## src/rtl/ckg_pkg.sv

```systemverilog
package ckg_pkg;

    // Width of the post-divider and CPU prescaler codes
    localparam int unsigned CKG_DIV_W = 3;
    // Width of the multiplier factor code
    localparam int unsigned CKG_MUL_W = 2;

    // Register addresses
    localparam int unsigned ADDR_CTRL = 0;
    localparam int unsigned ADDR_POST = 1;
    localparam int unsigned ADDR_CPU  = 2;

    // Control register bit positions
    localparam int unsigned CTL_MUL_ON   = 0;
    localparam int unsigned CTL_HALF     = 1;
    localparam int unsigned CTL_ALT      = 2;
    localparam int unsigned CTL_OSC_OFF  = 3;
    localparam int unsigned CTL_MCODE_LO = 4;

    // Settings that shape the internal enable
    typedef struct packed {
        logic                 mul_on;
        logic                 half_en;
        logic                 alt_sel;
        logic [CKG_DIV_W-1:0] post_code;
    } path_cfg_t;

    // Full set of programmed values
    typedef struct packed {
        path_cfg_t            path;
        logic                 osc_off;
        logic [CKG_MUL_W-1:0] mul_code;
        logic [CKG_DIV_W-1:0] cpu_code;
    } cfg_t;

    localparam path_cfg_t PATH_RESET = '{
        mul_on:    1'b0,
        half_en:   1'b1,
        alt_sel:   1'b0,
        post_code: '0
    };

    localparam cfg_t CFG_RESET = '{
        path:     PATH_RESET,
        osc_off:  1'b0,
        mul_code: '0,
        cpu_code: '0
    };

endpackage

```

## src/rtl/ckg_cfg_regs.sv

```systemverilog
module ckg_cfg_regs
    import ckg_pkg::*;
#(
    parameter int unsigned ADDR_W = 2,
    parameter int unsigned DATA_W = 8
) (
    input  logic              clk,
    input  logic              rst_n,
    input  logic              wr_en,
    input  logic [ADDR_W-1:0] wr_addr,
    input  logic [DATA_W-1:0] wr_data,
    input  logic              alt_active,
    output cfg_t              cfg,
    output logic              osc_off_req
);

    typedef struct packed {
        cfg_t cfg;
        logic osc_req;
    } regs_t;

    regs_t s_d, s_q;

    // Data bits above the control field are not decoded
    logic wr_hi_unused;
    assign wr_hi_unused = ^wr_data[DATA_W-1:CTL_MCODE_LO+CKG_MUL_W];

    always_comb begin
        s_d = s_q;
        if (wr_en) begin
            if (wr_addr == ADDR_W'(ADDR_CTRL)) begin
                s_d.cfg.path.mul_on  = wr_data[CTL_MUL_ON];
                s_d.cfg.path.half_en = wr_data[CTL_HALF];
                s_d.cfg.path.alt_sel = wr_data[CTL_ALT];
                s_d.cfg.osc_off      = wr_data[CTL_OSC_OFF];
                s_d.cfg.mul_code     = wr_data[CTL_MCODE_LO +: CKG_MUL_W];
            end else if (wr_addr == ADDR_W'(ADDR_POST)) begin
                s_d.cfg.path.post_code = wr_data[CKG_DIV_W-1:0];
            end else if (wr_addr == ADDR_W'(ADDR_CPU)) begin
                s_d.cfg.cpu_code = wr_data[CKG_DIV_W-1:0];
            end
        end
        // Stop request only while the alternate source is both requested and running
        s_d.osc_req = s_q.cfg.osc_off && s_q.cfg.path.alt_sel && alt_active;
    end

    always_ff @(posedge clk or negedge rst_n) begin
        if (!rst_n) begin
            s_q <= '{cfg: CFG_RESET, osc_req: 1'b0};
        end else begin
            s_q <= s_d;
        end
    end

    assign cfg         = s_q.cfg;
    assign osc_off_req = s_q.osc_req;

endmodule

```

## src/rtl/ckg_src_path.sv

```systemverilog
module ckg_src_path
    import ckg_pkg::*;
#(
    parameter int unsigned BYP_DIV = 16
) (
    input  logic      clk,
    input  logic      rst_n,
    input  logic      ref_tick,
    input  logic      mul_tick,
    input  logic      alt_tick,
    input  path_cfg_t pend,
    output logic      src_tick,
    output logic      per_en,
    output logic      alt_active
);

    localparam int unsigned BYP_W = (BYP_DIV > 1) ? $clog2(BYP_DIV) : 1;
    localparam logic [BYP_W-1:0] BYP_LAST = BYP_W'(BYP_DIV - 1);

    typedef struct packed {
        path_cfg_t            act;
        logic                 half_ph;
        logic [BYP_W-1:0]     byp_cnt;
        logic [CKG_DIV_W-1:0] pd_cnt;
        logic                 per_en;
    } path_t;

    path_t s_d, s_q;

    logic                 clk2_tick;
    logic                 byp_tick;
    logic                 pd_tick;
    logic [CKG_DIV_W-1:0] pd_last;

    always_comb begin
        // Halving stage: pass every second reference tick when enabled
        clk2_tick = ref_tick && (!s_q.act.half_en || s_q.half_ph);
        byp_tick  = clk2_tick && (s_q.byp_cnt == BYP_LAST);
        // Post divider: code 0 behaves as ratio 1
        pd_last   = (s_q.act.post_code == '0) ? '0 : s_q.act.post_code - 1'b1;
        pd_tick   = mul_tick && (s_q.pd_cnt == pd_last);

        if (s_q.act.alt_sel) begin
            src_tick = alt_tick;
        end else if (s_q.act.mul_on) begin
            src_tick = pd_tick;
        end else begin
            src_tick = byp_tick;
        end

        s_d        = s_q;
        s_d.per_en = src_tick;
        if (ref_tick && s_q.act.half_en) begin
            s_d.half_ph = !s_q.half_ph;
        end
        if (clk2_tick) begin
            s_d.byp_cnt = s_q.byp_cnt + 1'b1;
        end
        if (mul_tick) begin
            s_d.pd_cnt = s_q.pd_cnt + 1'b1;
        end
        // End of an internal period: adopt new settings, restart all counters
        if (src_tick) begin
            s_d.act     = pend;
            s_d.half_ph = 1'b0;
            s_d.byp_cnt = '0;
            s_d.pd_cnt  = '0;
        end
    end

    always_ff @(posedge clk or negedge rst_n) begin
        if (!rst_n) begin
            s_q <= '{act: PATH_RESET, half_ph: 1'b0, byp_cnt: '0, pd_cnt: '0, per_en: 1'b0};
        end else begin
            s_q <= s_d;
        end
    end

    assign per_en     = s_q.per_en;
    assign alt_active = s_q.act.alt_sel;

endmodule

```

## src/rtl/ckg_cpu_presc.sv

```systemverilog
module ckg_cpu_presc
    import ckg_pkg::*;
(
    input  logic                 clk,
    input  logic                 rst_n,
    input  logic                 src_tick,
    input  logic [CKG_DIV_W-1:0] code_pend,
    output logic                 cpu_en
);

    typedef struct packed {
        logic [CKG_DIV_W-1:0] act;
        logic [CKG_DIV_W-1:0] cnt;
        logic                 en;
    } presc_t;

    presc_t s_d, s_q;

    always_comb begin
        s_d    = s_q;
        s_d.en = 1'b0;
        if (src_tick) begin
            if (s_q.cnt == s_q.act) begin
                // CPU period complete: emit and take the new ratio
                s_d.en  = 1'b1;
                s_d.cnt = '0;
                s_d.act = code_pend;
            end else begin
                s_d.cnt = s_q.cnt + 1'b1;
            end
        end
    end

    always_ff @(posedge clk or negedge rst_n) begin
        if (!rst_n) begin
            s_q <= '{act: '0, cnt: '0, en: 1'b0};
        end else begin
            s_q <= s_d;
        end
    end

    assign cpu_en = s_q.en;

endmodule

```

## src/rtl/clk_enable_gen.sv

```systemverilog
module clk_enable_gen
    import ckg_pkg::*;
#(
    parameter int unsigned ADDR_W  = 2,
    parameter int unsigned DATA_W  = 8,
    parameter int unsigned BYP_DIV = 16
) (
    input  logic              clk,
    input  logic              rst_n,
    input  logic              ref_tick,
    input  logic              mul_tick,
    input  logic              alt_tick,
    input  logic              wr_en,
    input  logic [ADDR_W-1:0] wr_addr,
    input  logic [DATA_W-1:0] wr_data,
    output logic              per_en,
    output logic              cpu_en,
    output logic              mul_en,
    output logic [1:0]        mul_factor,
    output logic              osc_off_req
);

    cfg_t cfg;
    logic alt_active;
    logic src_tick;

    ckg_cfg_regs #(
        .ADDR_W(ADDR_W),
        .DATA_W(DATA_W)
    ) u_regs (
        .clk        (clk),
        .rst_n      (rst_n),
        .wr_en      (wr_en),
        .wr_addr    (wr_addr),
        .wr_data    (wr_data),
        .alt_active (alt_active),
        .cfg        (cfg),
        .osc_off_req(osc_off_req)
    );

    ckg_src_path #(
        .BYP_DIV(BYP_DIV)
    ) u_path (
        .clk       (clk),
        .rst_n     (rst_n),
        .ref_tick  (ref_tick),
        .mul_tick  (mul_tick),
        .alt_tick  (alt_tick),
        .pend      (cfg.path),
        .src_tick  (src_tick),
        .per_en    (per_en),
        .alt_active(alt_active)
    );

    ckg_cpu_presc u_cpu (
        .clk      (clk),
        .rst_n    (rst_n),
        .src_tick (src_tick),
        .code_pend(cfg.cpu_code),
        .cpu_en   (cpu_en)
    );

    // Multiplier controls follow the programmed values directly
    assign mul_en     = cfg.path.mul_on;
    assign mul_factor = cfg.mul_code;

endmodule

```

## config.mk

```make
export PLATFORM = sky130hd
export DESIGN_NAME = clk_enable_gen
export DESIGN_NICKNAME = d
export VERILOG_FILES = /design/src/rtl/ckg_pkg.sv /design/src/rtl/ckg_cfg_regs.sv /design/src/rtl/ckg_src_path.sv /design/src/rtl/ckg_cpu_presc.sv /design/src/rtl/clk_enable_gen.sv
export SDC_FILE = /design/constraint.sdc
export NUM_CORES = 1
export LEC_CHECK = 0
export BUFFER_PORTS_ARGS = -buffer_cell sky130_fd_sc_hd__buf_2
export CORE_MARGIN = 2
export CORE_UTILIZATION = 50
export CTS_CLUSTER_SIZE = 28
export DETAILED_ROUTE_END_ITERATION = 10
export PLACE_DENSITY_LB_ADDON = 0.15
export SYNTH_ARGS = -nofsm -noshare
export SYNTH_HDL_FRONTEND = slang
export SYNTH_SLANG_ARGS = --single-unit
```

## constraint.sdc

```tcl
create_clock -name clk -period 2.5 [get_ports clk]
set_input_delay 0 -clock clk [delete_from_list [all_inputs] [get_ports clk]]
set_output_delay 0 -clock clk [all_outputs]
set_load 0.02 [all_outputs]
```

==> run metrics, run 1 <==
share of synthesized cell area in and, or, nand and nor gates 11.8%; number of filler instances in the final layout 258; Worst Path Max Fanout 4; worst hold path cell count 3; total congestion overflow after global routing 0; number of flip-flops and latches in the synthesized netlist 35; library cell contributing the largest single delay on the critical path sky130_fd_sc_hd__or4b_4; Max-Slew Margin vs Limit 40.4%; pre-CTS WS -0.00953 ns; Routed wire per std cell 12.3 um; period utilisation layout 97.4%; Highest Clock Rate 0.410 GHz; final critical path time including I/O delays and setup 2.44 ns; IR Drop Worst-Case VDD 531 uV; worst setup margin 0.0638 ns; Std-Cell Core Area 3050 sq um; Clock H-tree levels 2; vias per inst 4.85; count of buffers inserted at the top-level ports 19; fraction of synthesized cell area taken by the top area cell type 51.8%; DRC errors left 0; fraction of layout cells with a size suffix above 1 37.5%; vias in the first global route 1058; HP Class in2reg; root cell of the clock tree sky130_fd_sc_hd__clkbuf_4; CTS tree yes; Maximum Capacitance Violations 0; total vias in the final route 1028; critical hold path startpoint alt_tick; Setup Crit Path Kind reg2reg; routability congestion estimate 0.766; total power divided by cell area 1130 nW/um^2; result of the run finished, final reports clean; I/O pin total 22; wire length of the first global-routing pass 4650 um; Worst R2R End u_cpu.s_q[6]; DRT Pass-1 Iters 4; switching fraction of total power 35.0%; area of all placed cells without fillers 1970 sq um; multiplexer fraction of the synthesized cell area 15.4%; leading cell types by total area after synthesis sky130_fd_sc_hd__dfrtp_1 52%, sky130_fd_sc_hd__mux2_2 14%, sky130_fd_sc_hd__ha_1 3.9%; largest family of logic cells by synthesized area multiplexers; die outline area 3660 sq um; fraction of synthesis flops using an asynchronous set or reset pin 100%; Net Count, Synth 149; Commonest cells post-synth 33 x sky130_fd_sc_hd__dfrtp_1, 20 x sky130_fd_sc_hd__mux2_2, 11 x sky130_fd_sc_hd__nor2_1; pin count of the biggest net entering global routing 36; sequential share of the synthesized area 55.1%; Synth Area in Compound Gates 4.79%; portion of total power attributed to sequential cells 42.5%; depth of the most critical reg-to-reg path 8; ant diodes 0; Worst EP arrival 2.66 ns; Synth Area in Adders 3.92%; Net Switching 0.000781 W; number of instances in the synthesized netlist 128; beginning of the worst register-to-register path u_path.s_q[10]; total routed wirelength 2610 um; CP Data Required Time 2.72 ns; drt first-iter violations 39; nature of the critical path endpoint register; GRT Resource Usage Total 17.5%; Placement Cell Area 1770 sq um; Reg2Reg Setup Slack 0.06 ns; Power Total 0.00223 W; clock network fraction of design power 13.2%; share of the core filled with cells in the final layout 64.6%; Synth Area in XOR/XNOR 5.49%; clock edge transition at the registers on the reported setup and hold paths 0.11 ns; leakage dissipation 0.929 nW; hold violation total from the final report 0; signed area change from the synthesized netlist to the final layout 23.7%; Syn. warnings 0; internal power component 0.00145 W; part of the total power dissipated in combinational logic 44.3%; number of pins with negative max-slew slack in the final report 0; transition at the pin with the smallest max-transition slack 0.893 ns; post-synth top area cell sky130_fd_sc_hd__dfrtp_1; post-synthesis cell type count 26; Avg Cell Area, Syn 12.5 sq um; Post-DRT Antenna Nets 0; Finish-stage setup viols 0; netlist area before placement 1590 sq um; setup repair after global routing missed its margin true; kind of start point of the critical path register; number of antenna violations at the first check in global routing 0; Skew-Pair Late Insertion Delay 0.33 ns; Detailed Place HPWL 1920 um; EDFF count, synth 0; count of nets after finishing 188; std cell rows 20; Initial Util 52.2%; cell with the most instances after synthesis sky130_fd_sc_hd__dfrtp_1; cells along the critical path nor2_2, inv_1, ha_2, xor2_1, or4b_4, o221ai_4, nor3b_4, mux2_2; Min-Delay Endpoint u_path.alt_active; max incr delay on CP 0.53 ns; Die Y-Extent 60.5 um; maximum buffer depth of the clock tree 2; Primary FF master, synth sky130_fd_sc_hd__dfrtp_1; clock sink count 35; clock tree skew after final layout 0.0103 ns; die outline width 60.5 um; CTS Buf Count 5
cell families after synthesis:
group / after synthesis
muxes: 22
adders and majority gates: 5
DFF: 35
buffers and inverters: 11
xor gates and xnor gates: 10
and+or+nand+nor: 35
AOI/OAI and AO/OA: 10
how the worst max path moves through the flow:
stage	from	end	depth (start not counted)	slack, ns
2_1_floorplan	u_path.s_q[9]	u_path.s_q[10]	9	0.05
3_3_place_gp	u_path.s_q[10]	u_cpu.s_q[5]	8	0.02
3_5_place_dp	u_path.s_q[10]	u_path.s_q[10]	9	-0.01
4_1_cts	u_path.s_q[10]	u_cpu.s_q[6]	8	0.007
5_1_grt	u_path.s_q[10]	u_cpu.s_q[6]	8	-0.07
6_report	u_path.s_q[10]	u_cpu.s_q[6]	8	0.06
sequential cells by signal, summed over array words and instances, names as in the netlist:
name	count
u_cpu.cpu_en	1
u_cpu.s_q	6
u_path.alt_active	1
u_path.per_en	1
u_path.s_q	13
u_regs.cfg	12
u_regs.osc_off_req	1
placed cells by master (no fill, tap or decap), types with 2 or more instances in the layout:
cell / count
sky130_fd_sc_hd__dfrtp_1: 33
sky130_fd_sc_hd__buf_2: 19
sky130_fd_sc_hd__mux2_2: 15
sky130_fd_sc_hd__nor2_1: 10
sky130_fd_sc_hd__dlygate4sd3_1: 9
sky130_fd_sc_hd__inv_1: 7
sky130_fd_sc_hd__nand2_1: 7
sky130_fd_sc_hd__nand3_1: 6
sky130_fd_sc_hd__buf_4: 6
sky130_fd_sc_hd__xor2_1: 5
sky130_fd_sc_hd__xnor2_1: 5
sky130_fd_sc_hd__mux2_4: 5
sky130_fd_sc_hd__clkbuf_4: 5
sky130_fd_sc_hd__ha_1: 4
sky130_fd_sc_hd__nand3b_1: 3
sky130_fd_sc_hd__a21oi_1: 3
sky130_fd_sc_hd__o21ai_0: 2
sky130_fd_sc_hd__a21o_1: 2
sky130_fd_sc_hd__nor3b_1: 2
sky130_fd_sc_hd__mux2i_1: 2
sky130_fd_sc_hd__buf_6: 2
sky130_fd_sc_hd__dfstp_2: 2
routing by layer:
layer	vias up	wire (um)	global-route usage, %
li1	517	-	-
met1	484	1150	21.0
met2	23	1350	29.5
met3	4	93	5.76
met4	0	17	6.52
met5	-	0	0
through the flow:
step | hold WS (ns) | std cells | TNS, ns
3_3_place_gp | 0.112 | 194 | 0
5_1_grt | 0.0645 | 212 | -0.322
3_5_place_dp | 0.113 | 194 | -0.0336
2_1_floorplan | -0.296 | 128 | 0
4_1_cts | 0.0393 | 212 | 0
6_report | 0.0664 | 212 | 0
final cells by class:
class                   count  area, sq um  area share (%)
flip-flops and latches     35          878            44.5
multi-input cells          82          706            35.8
repair buffers             36          253            12.8
well taps                  44         55.1            2.79
clock buffers               6         41.3            2.09
inverters                   7         26.3            1.33
clock inverters             2         12.5           0.635
power groups by stage:
stage	registers (W)	clock network, W	logic, W
floorplan	0.000944	0	0.000650
global placement	0.000953	0	0.000842
detailed placement	0.000960	0	0.000877
CTS	0.000947	0.000308	0.000901
global route	0.000980	0.000342	0.00111
finish	0.000949	0.000294	0.000990
what timing repair did:
item,in CTS,in global routing
setup endpoints to repair,8,11
resized for setup,1,12
hold buffers,9,0
buffers inserted,1,0
endpoints found under the hold margin,48,0
pin swaps,1,1
worst max-delay path: cells and delay by family, from the launching register on:
family | cells | cell delay, ns
AOI/OAI and AO/OA | 1 | 0.23
buffers and inverters | 1 | 0.06
DFF | 1 | 0.40
muxes | 1 | 0.37
adders and majority gates | 1 | 0.17
and+or+nand+nor | 3 | 0.95
xor gates and xnor gates | 1 | 0.15
Note: power is estimated with default switching activity, not from simulation.
==> inputs of run 2 (changes only) <==
--- a/config.mk
+++ b/config.mk
@@ -11,6 +11,8 @@
 export CTS_CLUSTER_SIZE = 28
 export DETAILED_ROUTE_END_ITERATION = 10
 export PLACE_DENSITY_LB_ADDON = 0.15
+export RECOVER_POWER = 25
+export REMOVE_ABC_BUFFERS = 1
 export SYNTH_ARGS = -nofsm -noshare
 export SYNTH_HDL_FRONTEND = slang
 export SYNTH_SLANG_ARGS = --single-unit
==> run metrics, run 2 (synthesis results as in run 1) <==
result of the run finished with violations; violations in the final reports max-capacitance violations, max-slew violations, negative setup slack; Largest delay share family, worst path simple AND/OR/NAND/NOR gates; ant diodes 0 (unchanged); Largest register FFs 13 (unchanged); most common library cell in the layout ignoring fill and taps sky130_fd_sc_hd__dfrtp_1; Seq. cell area 878 sq um (unchanged); Detailed Place HPWL 2010 um (+4.7%); part of the total power dissipated in combinational logic 43.0% (-1.3 points); fraction of layout cells with a size suffix above 1 37.6% (+0.15 points); number of pins with negative max-slew slack in the final report 36 (+36); drt first-iter violations 15 (-62%); root cell of the clock tree sky130_fd_sc_hd__clkbuf_4; CP Data Required Time 2.74 ns (+0.02 ns); DRC errors left 0 (unchanged); max incr delay on CP 0.56 ns (+0.03 ns); clock tree skew after final layout 0.0120 ns (+0.00166 ns); Worst EP arrival 2.78 ns (+0.12 ns); post-placement cell count 193 (-0.52%); setup repair after global routing missed its margin true; area of all placed cells without fillers 2030 sq um (+3.2%); HP Class in2reg; DRT Pass-1 Iters 4 (unchanged); vias in the first global route 1031 (-2.6%); Worst R2R End u_cpu.s_q[5]; signed area change from the synthesized netlist to the final layout 27.6%; internal power component 0.00161 W (+11%); clock network fraction of design power 17.3% (+4.1 points); count of nets after finishing 190 (+1.1%); Placement Cell Area 1760 sq um (-0.42%); beginning of the worst register-to-register path u_path.s_q[10]; combined area of the multi-input logic cells 719 sq um (+2.0%); total congestion overflow after global routing 0 (unchanged); Hold Slack 0.0514 ns (-0.0150 ns); leakage dissipation 0.959 nW (+3.3%); Reg2Reg Setup Slack -0.04 ns (-0.11 ns); commonest cells after routing, fill and taps aside 33 x sky130_fd_sc_hd__dfrtp_1, 17 x sky130_fd_sc_hd__buf_2, 12 x sky130_fd_sc_hd__mux2_2, 10 x sky130_fd_sc_hd__nor2_1, 9 x sky130_fd_sc_hd__dlygate4sd3_1; clock edge transition at the registers on the reported setup and hold paths 0.11 ns (about the same); register with the highest flop count u_path.s_q; wire length of the first global-routing pass 4700 um (+1.0%); die outline area 3660 sq um (unchanged); nature of the critical path endpoint register; IR Drop Worst-Case VDD 551 uV (+3.7%); non-filler cells, final 214 (+0.94%); Buffers & Inverters on Critical Path 1 (unchanged); total routed wirelength 2930 um (+12%); period utilisation layout 102% (+4.2 points); Initial Util 52.2% (unchanged); pre-CTS WS -0.118 ns (-0.109 ns); Post-DRT Antenna Nets 0 (unchanged); depth of the most critical reg-to-reg path 8 (unchanged); kind of start point of the critical path register; portion of total power attributed to sequential cells 39.7% (-2.8 points); setup_tns -0.103 ns (-0.103 ns); worst hold path cell count 3 (unchanged); number of filler instances in the final layout 244 (-5.4%); worst setup margin -0.0420 ns (-0.106 ns); CTS tree yes; Die Y-Extent 60.5 um (unchanged); Max-Slew Margin vs Limit -22.7% (-63 points); hold violation total from the final report 0 (unchanged); Clock H-tree levels 2 (unchanged); number of antenna violations at the first check in global routing 0 (unchanged); I/O pin total 22 (unchanged); maximum buffer depth of the clock tree 2 (unchanged); GRT Resource Usage Total 18.1% (+0.55 points); die outline width 60.5 um (unchanged); Routed wire per std cell 13.7 um (+11%); Worst Path Max Fanout 4 (unchanged); cells along the critical path nor2_2, inv_2, ha_4, xor2_1, or4b_4, o221ai_4, nor3b_4, mux2_4; pin count of the biggest net entering global routing 36 (unchanged); Skew-Pair Late Insertion Delay 0.34 ns (about the same); switching fraction of total power 33.8% (-1.1 points); Highest Clock Rate 0.393 GHz (-4.2%); routability congestion estimate 0.799 (+4.4%); vias per inst 4.98 (+2.6%); final critical path time including I/O delays and setup 2.54 ns (+0.106 ns); count of buffers inserted at the top-level ports 19 (unchanged); Maximum Capacitance Violations 1 (+1); std cell rows 20 (unchanged); total vias in the final route 1065 (+3.6%); clock sink count 35 (unchanged); CTS Buf Count 5 (unchanged); library cell contributing the largest single delay on the critical path sky130_fd_sc_hd__or4b_4; critical hold path startpoint alt_tick; Finish-stage setup viols 3 (+3); total power divided by cell area 1200 nW/um^2 (+5.8%); Setup Crit Path Kind reg2reg; Net Switching 0.000825 W (+5.6%); Std-Cell Core Area 3050 sq um (unchanged); Min-Delay Endpoint u_path.alt_active; transition at the pin with the smallest max-transition slack 1.84 ns (+0.948 ns)
[run 2: layout make-up]
type | count | area share, %
tap | 44 | 2.71
clock buffer | 6 | 2.52
sequential | 35 | 43.2
multi-input combinational | 82 | 35.4
timing repair buffer | 38 | 13.2
clock inverter | 2 | 1.72
inverter | 7 | 1.29
[run 2: timing repair]
item,CTS,global route
pin swaps,2,4
endpoints found under the setup margin,16,14
gates cloned,0,0
endpoints found under the hold margin,48,0
gates resized for setup,3,15
setup buffers,2,2
hold buffers,9,0
[run 2: worst max path at each step]
| stage | startpoint | endpoint | slack, ns | cells past startpoint |
|---|---|---|---|---|
| after floorplan | u_path.s_q[9] | u_path.s_q[10] | -0.45 | 8 |
| after global placement | u_path.s_q[10] | u_cpu.s_q[5] | -0.02 | 8 |
| after detailed placement | u_path.s_q[10] | u_cpu.s_q[4] | -0.12 | 8 |
| after CTS | u_path.s_q[9] | u_cpu.s_q[4] | -0.02 | 8 |
| after global routing | u_path.s_q[10] | u_cpu.s_q[5] | -0.15 | 9 |
| final | u_path.s_q[10] | u_cpu.s_q[5] | -0.04 | 8 |
[run 2: routing by layer]
layer  up-vias  global-route usage, %  wire [um]
met4         0                   7.45         53
met3         6                   5.76        140
met1       511                   22.5       1280
met2        29                   29.3       1450
li1        519                      -          -
met5         -                      0          0
[run 2: tightest hold or removal path, stage by stage]
cell and delay, ns:
sky130_fd_sc_hd__buf_2 0.08, sky130_fd_sc_hd__nor2_1 0.10, sky130_fd_sc_hd__a21o_1 0.17
[run 2: per-stage QoR]
stage	total power, W	utilization, %
final	0.00244	66.6
after global routing	0.00261	66.6
after CTS	0.00231	64.5
after detailed placement	0.00183	57.6
after global placement	0.00178	57.6
after floorplan	0.00156	-
[run 2: power groups by stage]
stage	Combinational (W)	Sequential, W	Clock, W
after floorplan	0.000604	0.000953	0
after global placement	0.000828	0.000955	0
after detailed placement	0.000858	0.000968	0
after CTS	0.000923	0.000958	0.000433
after global routing	0.00117	0.000988	0.000454
final	0.00105	0.000967	0.000422
==> inputs of run 3 (changes only) <==
--- a/config.mk
+++ b/config.mk
@@ -13,6 +13,7 @@
 export PLACE_DENSITY_LB_ADDON = 0.15
 export RECOVER_POWER = 25
 export REMOVE_ABC_BUFFERS = 1
+export SETUP_SLACK_MARGIN = 0.02
 export SYNTH_ARGS = -nofsm -noshare
 export SYNTH_HDL_FRONTEND = slang
 export SYNTH_SLANG_ARGS = --single-unit
==> run metrics, run 3 (synthesis results as in run 1) <==
result of the run finished with violations; violations in the final reports max-capacitance violations, max-slew violations, negative setup slack; number of pins with negative max-slew slack in the final report 36 (unchanged); switching fraction of total power 34.1% (+0.27 points); area of all placed cells without fillers 2040 sq um (+0.12%); share of the core filled with cells in the final layout 66.7% (+0.082 points); Clock H-tree levels 2 (unchanged); Worst Path Max Fanout 4 (unchanged); kind of start point of the critical path register; CP Data Required Time 2.73 ns (about the same); DRC errors left 0 (unchanged); routability congestion estimate 0.799 (unchanged); Largest register FFs 13 (unchanged); HP Class in2reg; final critical path time including I/O delays and setup 2.53 ns (-0.00894 ns); CTS Buf Count 5 (unchanged); count of nets after finishing 189 (-0.53%); Highest Clock Rate 0.395 GHz (+0.35%); setup repair after global routing missed its margin true; clock tree skew after final layout 0.00850 ns (-0.00349 ns); wire length of the first global-routing pass 4690 um (-0.28%); Setup Crit Path Kind reg2reg; cells along the critical path nor2_2, inv_2, ha_4, xor2_1, or4b_4, o221ai_4, nor3b_4, mux2_4; Net Switching 0.000834 W (+1.1%); Initial Util 52.2% (unchanged); number of filler instances in the final layout 246 (+0.82%); I/O pin total 22 (unchanged); std cell rows 20 (unchanged); library cell contributing the largest single delay on the critical path sky130_fd_sc_hd__or4b_4; drt first-iter violations 24 (+9); Detailed Place HPWL 2010 um (unchanged); total power divided by cell area 1200 nW/um^2 (+0.20%); Maximum Capacitance Violations 1 (unchanged); count of buffers inserted at the top-level ports 19 (unchanged); total routed wirelength 2960 um (+0.96%); fraction of layout cells with a size suffix above 1 37.9% (+0.22 points); Hold Slack 0.0567 ns (+0.00531 ns); ant diodes 0 (unchanged); clock network fraction of design power 17.1% (-0.2 points); leakage dissipation 0.954 nW (-0.57%); Max-Slew Margin vs Limit -23.3% (-0.54 points); Std-Cell Core Area 3050 sq um (unchanged); Post-DRT Antenna Nets 0 (unchanged); worst setup margin -0.0331 ns (+0.00894 ns); hold violation total from the final report 0 (unchanged); Finish-stage setup viols 3 (unchanged); portion of total power attributed to sequential cells 39.5% (-0.2 points); part of the total power dissipated in combinational logic 43.4% (+0.4 points); Routed wire per std cell 13.9 um (+1.4%); vias per inst 5.00 (+0.47%); signed area change from the synthesized netlist to the final layout 27.8%; Buffers & Inverters on Critical Path 1 (unchanged); vias in the first global route 1037 (+0.58%); transition at the pin with the smallest max-transition slack 1.85 ns (+0.00811 ns); total vias in the final route 1065 (unchanged); nature of the critical path endpoint register; period utilisation layout 101% (-0.36 points); most common library cell in the layout ignoring fill and taps sky130_fd_sc_hd__dfrtp_1; root cell of the clock tree sky130_fd_sc_hd__clkbuf_4; clock edge transition at the registers on the reported setup and hold paths 0.10 ns (about the same); die outline area 3660 sq um (unchanged); Skew-Pair Late Insertion Delay 0.33 ns (about the same); IR Drop Worst-Case VDD 558 uV (+1.3%); pin count of the biggest net entering global routing 36 (unchanged); Placement Cell Area 1760 sq um (unchanged); Worst EP arrival 2.76 ns (-0.02 ns); number of antenna violations at the first check in global routing 0 (unchanged); clock sink count 35 (unchanged); total congestion overflow after global routing 0 (unchanged); Largest delay share family, worst path simple AND/OR/NAND/NOR gates; Die Y-Extent 60.5 um (unchanged); internal power component 0.00161 W (about the same); max incr delay on CP 0.53 ns (-0.03 ns); register with the highest flop count u_path.s_q; CTS tree yes; DRT Pass-1 Iters 4 (unchanged); maximum buffer depth of the clock tree 2 (unchanged); die outline width 60.5 um (unchanged); GRT Resource Usage Total 18.0% (-0.045 points); commonest cells after routing, fill and taps aside 33 x sky130_fd_sc_hd__dfrtp_1, 18 x sky130_fd_sc_hd__buf_2, 12 x sky130_fd_sc_hd__mux2_2, 10 x sky130_fd_sc_hd__nor2_1, 9 x sky130_fd_sc_hd__dlygate4sd3_1
[run 3: worst paths after layout]
path	start	to	slack (ns)	cells past startpoint
max	u_path.s_q[10]	u_cpu.s_q[6]	-0.03	8
min	alt_tick	u_path.alt_active	0.06	3
max reg2reg	u_path.s_q[10]	u_cpu.s_q[6]	-0.03	8
min reg2reg	u_regs.cfg[1]	u_cpu.s_q[5]	0.52	1
max in group asynchronous	rst_n	u_cpu.s_q[3]	0.73	2
min in group asynchronous	rst_n	u_path.s_q[1]	0.70	2
[run 3: per-stage QoR]
| step | instances | power (W) | worst slack [ns] | TNS [ns] |
|---|---|---|---|---|
| 2_1_floorplan | 124 | 0.00156 | -0.452 | -4.46 |
| 3_3_place_gp | 193 | 0.00178 | -0.0164 | -0.0435 |
| 3_5_place_dp | 193 | 0.00183 | -0.118 | -0.799 |
| 4_1_cts | 213 | 0.00234 | -0.0138 | -0.0270 |
| 5_1_grt | 213 | 0.00262 | -0.153 | -0.945 |
| 6_report | 213 | 0.00244 | -0.0331 | -0.0875 |
[run 3: layer usage]
| layer | GRT usage (%) | vias up | wire (um) |
|---|---|---|---|
| met5 | 0 | - | 0 |
| met4 | 7.45 | 0 | 78 |
| met3 | 5.76 | 8 | 104 |
| met2 | 29.3 | 23 | 1470 |
| met1 | 22.3 | 520 | 1300 |
| li1 | - | 514 | - |
[run 3: timing repair]
action,4_1_cts,5_1_grt
setup endpoints to repair,16,15
endpoints found under the hold margin,48,0
gates resized for setup,5,14
hold buffers,9,0
pin swaps,2,4
cloned,0,1
buffers inserted,3,1
[run 3: layout make-up]
type | instances | area (sq um) | share of cell area, %
Clock buffer | 6 | 51.3 | 2.52
Clock inverter | 2 | 35.0 | 1.72
Inverter | 7 | 26.3 | 1.29
Multi-Input combinational cell | 82 | 732 | 35.9
Sequential cell | 35 | 878 | 43.1
Tap cell | 44 | 55.1 | 2.70
Timing Repair Buffer | 37 | 259 | 12.7
[run 3: worst min-delay path, stage by stage]
cell                     delay (ns)
sky130_fd_sc_hd__buf_2         0.08
sky130_fd_sc_hd__nor2_1        0.10
sky130_fd_sc_hd__a21o_1        0.17
[run 3: power by group through the flow]
| stage | Combinational, W | Clock, W | Sequential [W] |
|---|---|---|---|
| after floorplan | 0.000604 | 0 | 0.000953 |
| after global placement | 0.000828 | 0 | 0.000955 |
| after detailed placement | 0.000858 | 0 | 0.000968 |
| after CTS | 0.000944 | 0.000433 | 0.000959 |
| after global routing | 0.00118 | 0.000454 | 0.000989 |
| final | 0.00106 | 0.000418 | 0.000966 |
